<file path="src/rtl/link_startup_pkg.sv">
package link_startup_pkg;

    typedef enum logic [2:0] {
        ST_OFF,
        ST_BIAS,
        ST_CLK_LO_A,
        ST_CLK_HI,
        ST_CLK_LO_B,
        ST_HOLDOFF,
        ST_ACTIVE
    } seq_state_t;

    typedef logic [1:0] lane_code_t;

    localparam lane_code_t LANE_OFF  = 2'b00;
    localparam lane_code_t LANE_LOW  = 2'b01;
    localparam lane_code_t LANE_HIGH = 2'b10;
    localparam lane_code_t LANE_ACT  = 2'b11;

    typedef logic [1:0] phase_code_t;

    localparam phase_code_t PH_OFF    = 2'b00;
    localparam phase_code_t PH_LINKUP = 2'b01;
    localparam phase_code_t PH_ACTIVE = 2'b10;

    typedef struct packed {
        lane_code_t  clk_code;
        lane_code_t  data_code;
        phase_code_t phase;
        logic        data_en;
    } seq_out_t;

    function automatic int max_of(input int a, input int b);
        return (a > b) ? a : b;
    endfunction

endpackage

</file>
<file path="src/rtl/link_phase_timer.sv">
module link_phase_timer #(
    parameter int CNT_W = 10
) (
    input  logic             clk,
    input  logic             rst_n,
    input  logic             clear,
    output logic [CNT_W-1:0] count
);

    localparam logic [CNT_W-1:0] CNT_MAX = {CNT_W{1'b1}};

    // Counts cycles spent in the current segment; saturates so that an
    // extended hold-off waiting for lock cannot wrap back to zero.
    always_ff @(posedge clk or negedge rst_n) begin
        if (!rst_n) begin
            count <= '0;
        end else if (clear) begin
            count <= '0;
        end else if (count != CNT_MAX) begin
            count <= count + 1'b1;
        end
    end

endmodule

</file>
<file path="src/rtl/link_startup_fsm.sv">
module link_startup_fsm
    import link_startup_pkg::*;
#(
    parameter int BIAS_CYC = 16,
    parameter int LO_A_CYC = 200,
    parameter int HI_CYC   = 20,
    parameter int LO_B_CYC = 8,
    parameter int HOLD_CYC = 600,
    parameter int CNT_W    = 10
) (
    input  logic             clk,
    input  logic             rst_n,
    input  logic             pd_n,
    input  logic             pclk_ok,
    input  logic             pll_lock,
    input  logic [CNT_W-1:0] seg_count,
    output logic             seg_clear,
    output seq_out_t         seq_out
);

    localparam logic [CNT_W-1:0] BIAS_LAST = CNT_W'(BIAS_CYC - 1);
    localparam logic [CNT_W-1:0] LO_A_LAST = CNT_W'(LO_A_CYC - 1);
    localparam logic [CNT_W-1:0] HI_LAST   = CNT_W'(HI_CYC - 1);
    localparam logic [CNT_W-1:0] LO_B_LAST = CNT_W'(LO_B_CYC - 1);
    localparam logic [CNT_W-1:0] HOLD_LAST = CNT_W'(HOLD_CYC - 1);

    seq_state_t state_q;
    seq_state_t state_d;
    logic       link_ok;

    assign link_ok = pd_n && pclk_ok;

    // Next-state decision.
    always_comb begin
        state_d = state_q;
        if (!link_ok) begin
            state_d = ST_OFF;
        end else begin
            unique case (state_q)
                ST_OFF:      state_d = ST_BIAS;
                ST_BIAS:     if (seg_count == BIAS_LAST) state_d = ST_CLK_LO_A;
                ST_CLK_LO_A: if (seg_count == LO_A_LAST) state_d = ST_CLK_HI;
                ST_CLK_HI:   if (seg_count == HI_LAST)   state_d = ST_CLK_LO_B;
                ST_CLK_LO_B: if (seg_count == LO_B_LAST) state_d = ST_HOLDOFF;
                ST_HOLDOFF:  if ((seg_count >= HOLD_LAST) && pll_lock) state_d = ST_ACTIVE;
                ST_ACTIVE:   state_d = ST_ACTIVE;
                default:     state_d = ST_OFF;
            endcase
        end
    end

    // The segment counter restarts on every change of state, including aborts.
    assign seg_clear = (state_d != state_q) || (state_q == ST_OFF);

    // State register.
    always_ff @(posedge clk or negedge rst_n) begin
        if (!rst_n) begin
            state_q <= ST_OFF;
        end else begin
            state_q <= state_d;
        end
    end

    // Outputs decoded from the current state.
    always_comb begin
        seq_out = '{clk_code: LANE_OFF, data_code: LANE_OFF, phase: PH_OFF, data_en: 1'b0};
        unique case (state_q)
            ST_OFF: begin
                seq_out.phase = PH_OFF;
            end
            ST_BIAS: begin
                seq_out.phase = PH_LINKUP;
            end
            ST_CLK_LO_A, ST_CLK_LO_B: begin
                seq_out.phase    = PH_LINKUP;
                seq_out.clk_code = LANE_LOW;
            end
            ST_CLK_HI: begin
                seq_out.phase    = PH_LINKUP;
                seq_out.clk_code = LANE_HIGH;
            end
            ST_HOLDOFF: begin
                seq_out.phase     = PH_LINKUP;
                seq_out.clk_code  = LANE_LOW;
                seq_out.data_code = LANE_LOW;
            end
            ST_ACTIVE: begin
                seq_out.phase     = PH_ACTIVE;
                seq_out.clk_code  = LANE_ACT;
                seq_out.data_code = LANE_ACT;
                seq_out.data_en   = 1'b1;
            end
            default: begin
                seq_out.phase = PH_OFF;
            end
        endcase
    end

endmodule

</file>
<file path="src/rtl/link_lane_drive.sv">
module link_lane_drive
    import link_startup_pkg::*;
#(
    parameter int N_LANES = 2
) (
    input  lane_code_t               clk_code,
    input  lane_code_t               data_code,
    output logic [1:0]               clk_lane,
    output logic [2*N_LANES-1:0]     data_lane
);

    assign clk_lane = clk_code;

    // Every data lane follows the same line state through start-up.
    for (genvar g = 0; g < N_LANES; g++) begin : g_lane
        assign data_lane[2*g +: 2] = data_code;
    end

endmodule

</file>
<file path="src/rtl/link_startup_seq.sv">
module link_startup_seq
    import link_startup_pkg::*;
#(
    parameter int N_LANES  = 2,
    parameter int BIAS_CYC = 16,
    parameter int LO_A_CYC = 200,
    parameter int HI_CYC   = 20,
    parameter int LO_B_CYC = 8,
    parameter int HOLD_CYC = 600
) (
    input  logic                 clk,
    input  logic                 rst_n,
    input  logic                 pd_n,
    input  logic                 pclk_ok,
    input  logic                 pll_lock,
    output logic [1:0]           clk_lane,
    output logic [2*N_LANES-1:0] data_lane,
    output logic [1:0]           link_phase,
    output logic                 data_en
);

    localparam int LONGEST = max_of(max_of(max_of(BIAS_CYC, LO_A_CYC),
                                           max_of(HI_CYC, LO_B_CYC)), HOLD_CYC);
    localparam int CNT_W   = $clog2(LONGEST + 1);

    logic [CNT_W-1:0] seg_count;
    logic             seg_clear;
    seq_out_t         seq_out;

    link_phase_timer #(
        .CNT_W (CNT_W)
    ) u_timer (
        .clk   (clk),
        .rst_n (rst_n),
        .clear (seg_clear),
        .count (seg_count)
    );

    link_startup_fsm #(
        .BIAS_CYC (BIAS_CYC),
        .LO_A_CYC (LO_A_CYC),
        .HI_CYC   (HI_CYC),
        .LO_B_CYC (LO_B_CYC),
        .HOLD_CYC (HOLD_CYC),
        .CNT_W    (CNT_W)
    ) u_fsm (
        .clk       (clk),
        .rst_n     (rst_n),
        .pd_n      (pd_n),
        .pclk_ok   (pclk_ok),
        .pll_lock  (pll_lock),
        .seg_count (seg_count),
        .seg_clear (seg_clear),
        .seq_out   (seq_out)
    );

    link_lane_drive #(
        .N_LANES (N_LANES)
    ) u_drive (
        .clk_code  (seq_out.clk_code),
        .data_code (seq_out.data_code),
        .clk_lane  (clk_lane),
        .data_lane (data_lane)
    );

    assign link_phase = seq_out.phase;
    assign data_en    = seq_out.data_en;

endmodule

</file>
<file path="config.mk">
export PLATFORM = sky130hd
export DESIGN_NAME = link_startup_seq
export DESIGN_NICKNAME = d
export VERILOG_FILES = /design/src/rtl/link_startup_pkg.sv /design/src/rtl/link_phase_timer.sv /design/src/rtl/link_startup_fsm.sv /design/src/rtl/link_lane_drive.sv /design/src/rtl/link_startup_seq.sv
export SDC_FILE = /design/constraint.sdc
export NUM_CORES = 1
export LEC_CHECK = 0
export BUFFER_PORTS_ARGS = -buffer_cell sky130_fd_sc_hd__buf_2
export CAP_MARGIN = 15
export CORE_MARGIN = 2
export CORE_UTILIZATION = 60
export DETAILED_ROUTE_END_ITERATION = 12
export GPL_ROUTABILITY_DRIVEN = 0
export PLACE_DENSITY_LB_ADDON = 0.12
export SYNTH_ARGS = -nofsm -noshare
export SYNTH_HDL_FRONTEND = slang
export SYNTH_SLANG_ARGS = --single-unit
</file>
<file path="constraint.sdc">
create_clock -name clk -period 3.3 [get_ports clk]
set_clock_uncertainty 0.1 [all_clocks]
set_input_delay 0.33 -clock clk [delete_from_list [all_inputs] [get_ports clk]]
set_output_delay 0.33 -clock clk [all_outputs]
set_load 0.05 [all_outputs]
</file>
==> impl_metrics.tcl, run 1 <==
set metrics [dict create \
    crit_arrival_ns 2.36 \
    netlist_area_um2 1040 \
    postRouteAntennaNets 0 \
    cts_htree_levels 1 \
    drc 0 \
    reg2reg_depth 7 \
    vias 875 \
    vdd_ir_drop_max_v 0.000260 \
    insertion_delay_ns 0.27 \
    dr.pass1.iters 4 \
    worstSetupStartpointType "flip-flop" \
    p_clk_share_pct 33.5 \
    hpwl_um 1450 \
    grt_first_pass_wirelength_um 3300 \
    postCtsSetupRepairBufs 0 \
    initial_core_util_pct 62.1 \
    fin_total_pwr_mw 0.279 \
    die_area_um2 2080 \
    met1_length_um 911 \
    pwr-share-comb_pct 7.9 \
    gr-usage-all-layers_pct 22.3 \
    cts_hold_buf 1 \
    setup_violations 0 \
    slew_viol_final 0 \
    finalCriticalPeriod_ns 2.28 \
    cts_sinks 13 \
    leakage_nw 0.505 \
    fmax_mhz 439 \
    synthFlopType "dfrtp_1" \
    cts_root_buffer "clkbuf_4" \
    drv_cap 0 \
    wire_per_inst_um 14.2 \
    setup_tns_ns 0 \
    synth_edf_count 0 \
    num_rows 15 \
    nets 127 \
    asyncSetResetFlopFracSynth_pct 100 \
    crit_type "reg -> reg" \
    wl_met3_um 44 \
    ys_seq_area_share_pct 31.4 \
    io_pins 14 \
    grt_setup_unrepaired "false" \
    synth_nets 117 \
    dieHeight_um 45.6 \
    wl_um 1950 \
    syn_inst 111 \
    port_buffers 13 \
    clockBufferDepth 2 \
    cts_buffers 3 \
    yosysWarnings 0 \
    avgSynthCellArea_um2 9.34 \
    final.period_utilization_pct 69.1 \
    via_per_inst 6.39 \
    status "completed" \
    grt_overflow 0 \
    stdcell_area_um2 1090 \
    holdPathStages 3 \
    drive_above_1_share_pct 25.8 \
    area_growth_pct 5.19 \
    placed_area_um2 1050 \
    powerDensity_nw_per_um2 256 \
    cts_resized 0 \
    core-area_um2 1670 \
    wl_met2_um 962 \
    p_int_mw 0.214 \
    routed.top_layer "met4" \
    ys_ff_latch 13 \
    cts_tree "done" \
    relSlewSlack_pct 70.6 \
    path_clk_slew_ns 0.07 \
    nFillCells 150 \
    drtIter0Drc 12 \
    grt_max_degree 16 \
    p_sw_share_pct 23.4 \
    diodes 0 \
    power_switching_mw 0.0655 \
    grt_pass1_vias 742 \
    hold_violations 0 \
    crit_required_ns 3.38 \
    ys_types 46 \
    antenna_found_initial 0 \
    hold_path_class "in -> reg" \
    fp.dieW_um 45.6 \
    path_max_fanout 10 \
    tightest_slew_ns 0.441 \
    crit_path_end_kind "flip-flop" \
    seqPwrFrac_pct 58.6 \
]
==> per-stage QoR <==
step	setup WS (ns)	utilization [%]	hold slack, ns	instances
finish	1.02	65.3	0.356	137
global route	0.858	65.3	0.381	137
CTS	1.04	65.3	0.342	137
detailed placement	1.07	63.1	0.125	132
global placement	1.10	63.1	0.124	132
floorplan	0.723	-	-0.0656	111
==> metal layers <==
metal	up-vias	GRT usage, %
met5	-	0
li1	434	-
met3	4	1.59
met1	421	30.1
met4	0	13.5
met2	16	34.6
==> area by class of cell <==
cell class                 instances  area (um^2)  share of cell area, %
tap                               17         21.3                   1.95
timing repair buffer              14         75.1                   6.88
multi-input combinational         88          638                   58.5
clock inverter                     1         5.00                  0.459
clock buffer                       3         22.5                   2.06
inverter                           1         3.75                  0.344
sequential                        13          325                   29.8
==> synth_stat cells (all sizes together), types with 2 or more instances <==
| cell | instances | area (um^2) |
|---|---|---|
| and3 | 4 | 25.0 |
| xor2 | 3 | 26.3 |
| nor2 | 17 | 63.8 |
| mux2i | 2 | 20.0 |
| nand3 | 10 | 50.1 |
| o211a | 2 | 20.0 |
| nand4 | 4 | 31.3 |
| nand4b | 2 | 32.5 |
| and2 | 4 | 25.0 |
| buf | 8 | 56.3 |
| a21oi | 4 | 20.0 |
| dfrtp | 13 | 325 |
| o21ai | 3 | 18.8 |
| nor2b | 2 | 12.5 |
| nor4 | 2 | 33.8 |
| nand3b | 2 | 15.0 |
| a211oi | 3 | 32.5 |
| nand2 | 5 | 18.8 |
==> kinds of logic (layout without fill, tap and decap cells) <==
| logic type | Yosys count | in the layout | synth area share (%) |
|---|---|---|---|
| compound gates | 23 | 23 | 19.7 |
| xor+xnor | 4 | 4 | 3.38 |
| simple gates | 58 | 58 | 35.3 |
| mux | 2 | 2 | 1.93 |
| buf+inv | 10 | 19 | 7.12 |
| flops | 13 | 13 | 31.4 |
| fa+ha+maj | 1 | 1 | 1.21 |
==> state kept, by name, summed over array words and instances (netlist names) <==
register and cells:
u_fsm.state_q 3, u_timer.count 10
==> critical path, stage by stage (launching register included) <==
cell	delay, ns
dfrtp_1	0.39
ha_1	0.28
nor4b_2	0.40
a31o_2	0.27
o311ai_4	0.11
o21ai_2	0.20
nand4b_4	0.21
a311oi_2	0.23
==> worst paths after layout <==
check,startpoint,end,slack [ns]
max in group asynchronous,rst_n,u_timer.count[8]$_DFFE_PN0P_,2.51
worst min register to register,u_timer.count[1]$_DFFE_PN0P_,u_timer.count[1]$_DFFE_PN0P_,0.45
worst min-delay path,pclk_ok,u_fsm.state_q[1]$_DFF_PN0_,0.36
worst max register to register,u_timer.count[0]$_DFFE_PN0P_,u_timer.count[7]$_DFFE_PN0P_,1.02
min in group asynchronous,rst_n,u_timer.count[0]$_DFFE_PN0P_,0.37
worst max-delay path,u_timer.count[0]$_DFFE_PN0P_,u_timer.count[7]$_DFFE_PN0P_,1.02
==> cells in the final DEF (no fill, tap or decap), types with 2 or more instances in the layout <==
cell type and n:
a211oi_2 2, a21oi_1 4, and2_1 4, and3_1 4
buf_2 13, clkbuf_4 3, dfrtp_1 13, mux2i_1 2
nand2_1 5, nand3_1 10, nand3b_1 2, nand4_1 3
nor2_1 17, nor2b_1 2, o211a_1 2, o21ai_0 2
xor2_1 3
==> power groups by stage <==
stage	registers (mW)	clock network, mW	logic (mW)
floorplan	0.165	0	0.0152
global placement	0.167	0	0.0212
detailed placement	0.167	0	0.0216
CTS	0.164	0.100	0.0226
global route	0.164	0.104	0.0252
finish	0.164	0.0937	0.0221
Power figures use the tool's default switching activity.
==> inputs of run 2 (changes only) <==
Settings changed: CORE_UTILIZATION 60 to 56.
Clock period 3.3 ns to 2.2 ns, I/O delays scaled along.
==> run 2 against run 1 <==
Effect of this change:
- core utilization grew 5.6 points
- fmax up 8.0%
- clock-buffer cell count up 1
- non-clock buffer count increased by 9
- register-to-register slack got worse by 0.93 ns
- worst setup slack worse by 0.93 ns
- sequential cell count did not move
- cell count up 13%
- global-route usage grew 2.6 points
- sequential share of layout area decreased by 3.0 points
==> impl_metrics.tcl, run 2 (synthesized netlist as in run 1, its figures left out) <==
set metrics [dict create \
    diodes 0 \
    relSlewSlack_pct 76.8 \
    fmax_mhz 474 \
    fp.dieW_um 47.0 \
    grt_overflow 0 \
    largestRegisters "u_timer.count (10), u_fsm.state_q (3)" \
    finalCriticalPeriod_ns 2.11 \
    hpwl_um 1740 \
    wl_um 2440 \
    cts_buffers 3 \
    routed.top_layer "met4" \
    cts_htree_levels 1 \
    wire_per_inst_um 15.7 \
    final.period_utilization_pct 95.9 \
    crit_type "reg -> reg" \
    timing.rr.start "u_timer.count[0]$_DFFE_PN0P_" \
    powerDensity_nw_per_um2 359 \
    setup_violations 0 \
    met1_length_um 1040 \
    cts_root_buffer "clkbuf_4" \
    port_buffers 13 \
    grt_max_degree 14 \
    num_rows 15 \
    cts_tree "done" \
    fin_total_pwr_mw 0.440 \
    drive_above_1_share_pct 35.4 \
    drv_cap 0 \
    io_pins 14 \
    antenna_found_initial 0 \
    largest-register "u_timer.count" \
    drtIter0Drc 24 \
    via_per_inst 6.28 \
    hold_violations 0 \
    hold_path_class "in -> async" \
    largest_register_ffs 10 \
    drc 0 \
    cts_sinks 13 \
    core-area_um2 1730 \
    crit_required_ns 2.27 \
    nets 137 \
    path_clk_slew_ns 0.08 \
    grt_pass1_vias 865 \
    final_cell_mix "nor2_1, buf_2, nand3_1, dfrtp_1, buf_4" \
    dr.pass1.iters 4 \
    slew_viol_final 0 \
    initial_core_util_pct 60.1 \
    grt_first_pass_wirelength_um 3800 \
    clockBufferDepth 2 \
    crit_arrival_ns 2.18 \
    wl_met2_um 1230 \
    vdd_ir_drop_max_v 0.000394 \
    worst_slack_ns 0.0894 \
    crit_path_end_kind "flip-flop" \
    final_common_cell "nor2_1" \
    crit_start "u_timer.count[0]$_DFFE_PN0P_" \
    vias 973 \
    worstSetupStartpointType "flip-flop" \
    gr-usage-all-layers_pct 24.9 \
    postRouteAntennaNets 0 \
    path_max_fanout 6 \
    grt_setup_unrepaired "true" \
    tightest_slew_ns 0.349 \
    leakage_nw 0.552 \
    wl_met3_um 117 \
    dieHeight_um 47.0 \
    dp_slack_ns 0.0481 \
    status "completed" \
    insertion_delay_ns 0.29 \
    area_growth_pct 18.1 \
    die_area_um2 2210 \
]
==> run 2: final timing paths <==
| kind | end | slack (ns) | cells past startpoint |
|---|---|---|---|
| min in group clk | u_fsm.state_q[1]$_DFF_PN0_ | 0.24 | 3 |
| worst max-delay path | u_timer.count[1]$_DFFE_PN0P_ | 0.09 | 9 |
| max in group asynchronous | u_timer.count[5]$_DFFE_PN0P_ | 1.50 | 2 |
| worst min-delay path | u_timer.count[0]$_DFFE_PN0P_ | 0.24 | 2 |
| worst min register to register | u_timer.count[1]$_DFFE_PN0P_ | 0.51 | 2 |
| worst max register to register | u_timer.count[1]$_DFFE_PN0P_ | 0.09 | 9 |
==> run 2: worst max-delay path, cell delays in order (launching register included) <==
cell      delay, ns
dfrtp_1        0.43
ha_4           0.19
nor4b_2        0.23
buf_4          0.17
nand4_1        0.13
a22oi_1        0.23
o211ai_1       0.13
buf_4          0.17
nand4b_2       0.15
nor2_1         0.07
==> run 2: repair_timing <==
| action | 4_1_cts | 5_1_grt |
|---|---|---|
| buffers inserted | 0 | 1 |
| endpoints found under the hold margin | 13 | 0 |
| hold buffers | 1 | 0 |
| setup endpoints to repair | 0 | 10 |
| gates resized for setup | 0 | 9 |
==> run 2: metal layers <==
metal,vias to the layer above,GRT usage [%]
li1,452,-
met1,479,32.6
met2,36,39.5
met3,6,3.08
met4,0,15.0
met5,-,0
==> run 2: cell type report <==
class	count	area (um^2)
Fill cell	148	502
Sequential cell	13	329
Multi-Input combinational cell	89	692
Clock buffer	4	26.3
Inverter	1	3.75
Tap cell	25	31.3
Timing Repair Buffer	23	143
==> run 2: per-stage QoR <==
step                      cell area, um^2  instances  utilization (%)  setup TNS (ns)  hold slack (ns)
final                                1220        155             70.9               0            0.241
after global placement               1120        148             65.1               0           0.0177
after CTS                            1160        153             67.2               0            0.237
after floorplan                      1040        111                -               0           -0.176
after detailed placement             1120        148             65.1               0           0.0222
after global routing                 1220        155             70.9         -0.0920            0.267
==> run 2: where the power goes <==
group	total, mW	internal, mW	switching (mW)
Combinational	0.0420	0.0165	0.0255
Sequential	0.245	0.241	0.00417
Clock	0.153	0.0705	0.0821
Total	0.440	0.328	0.112
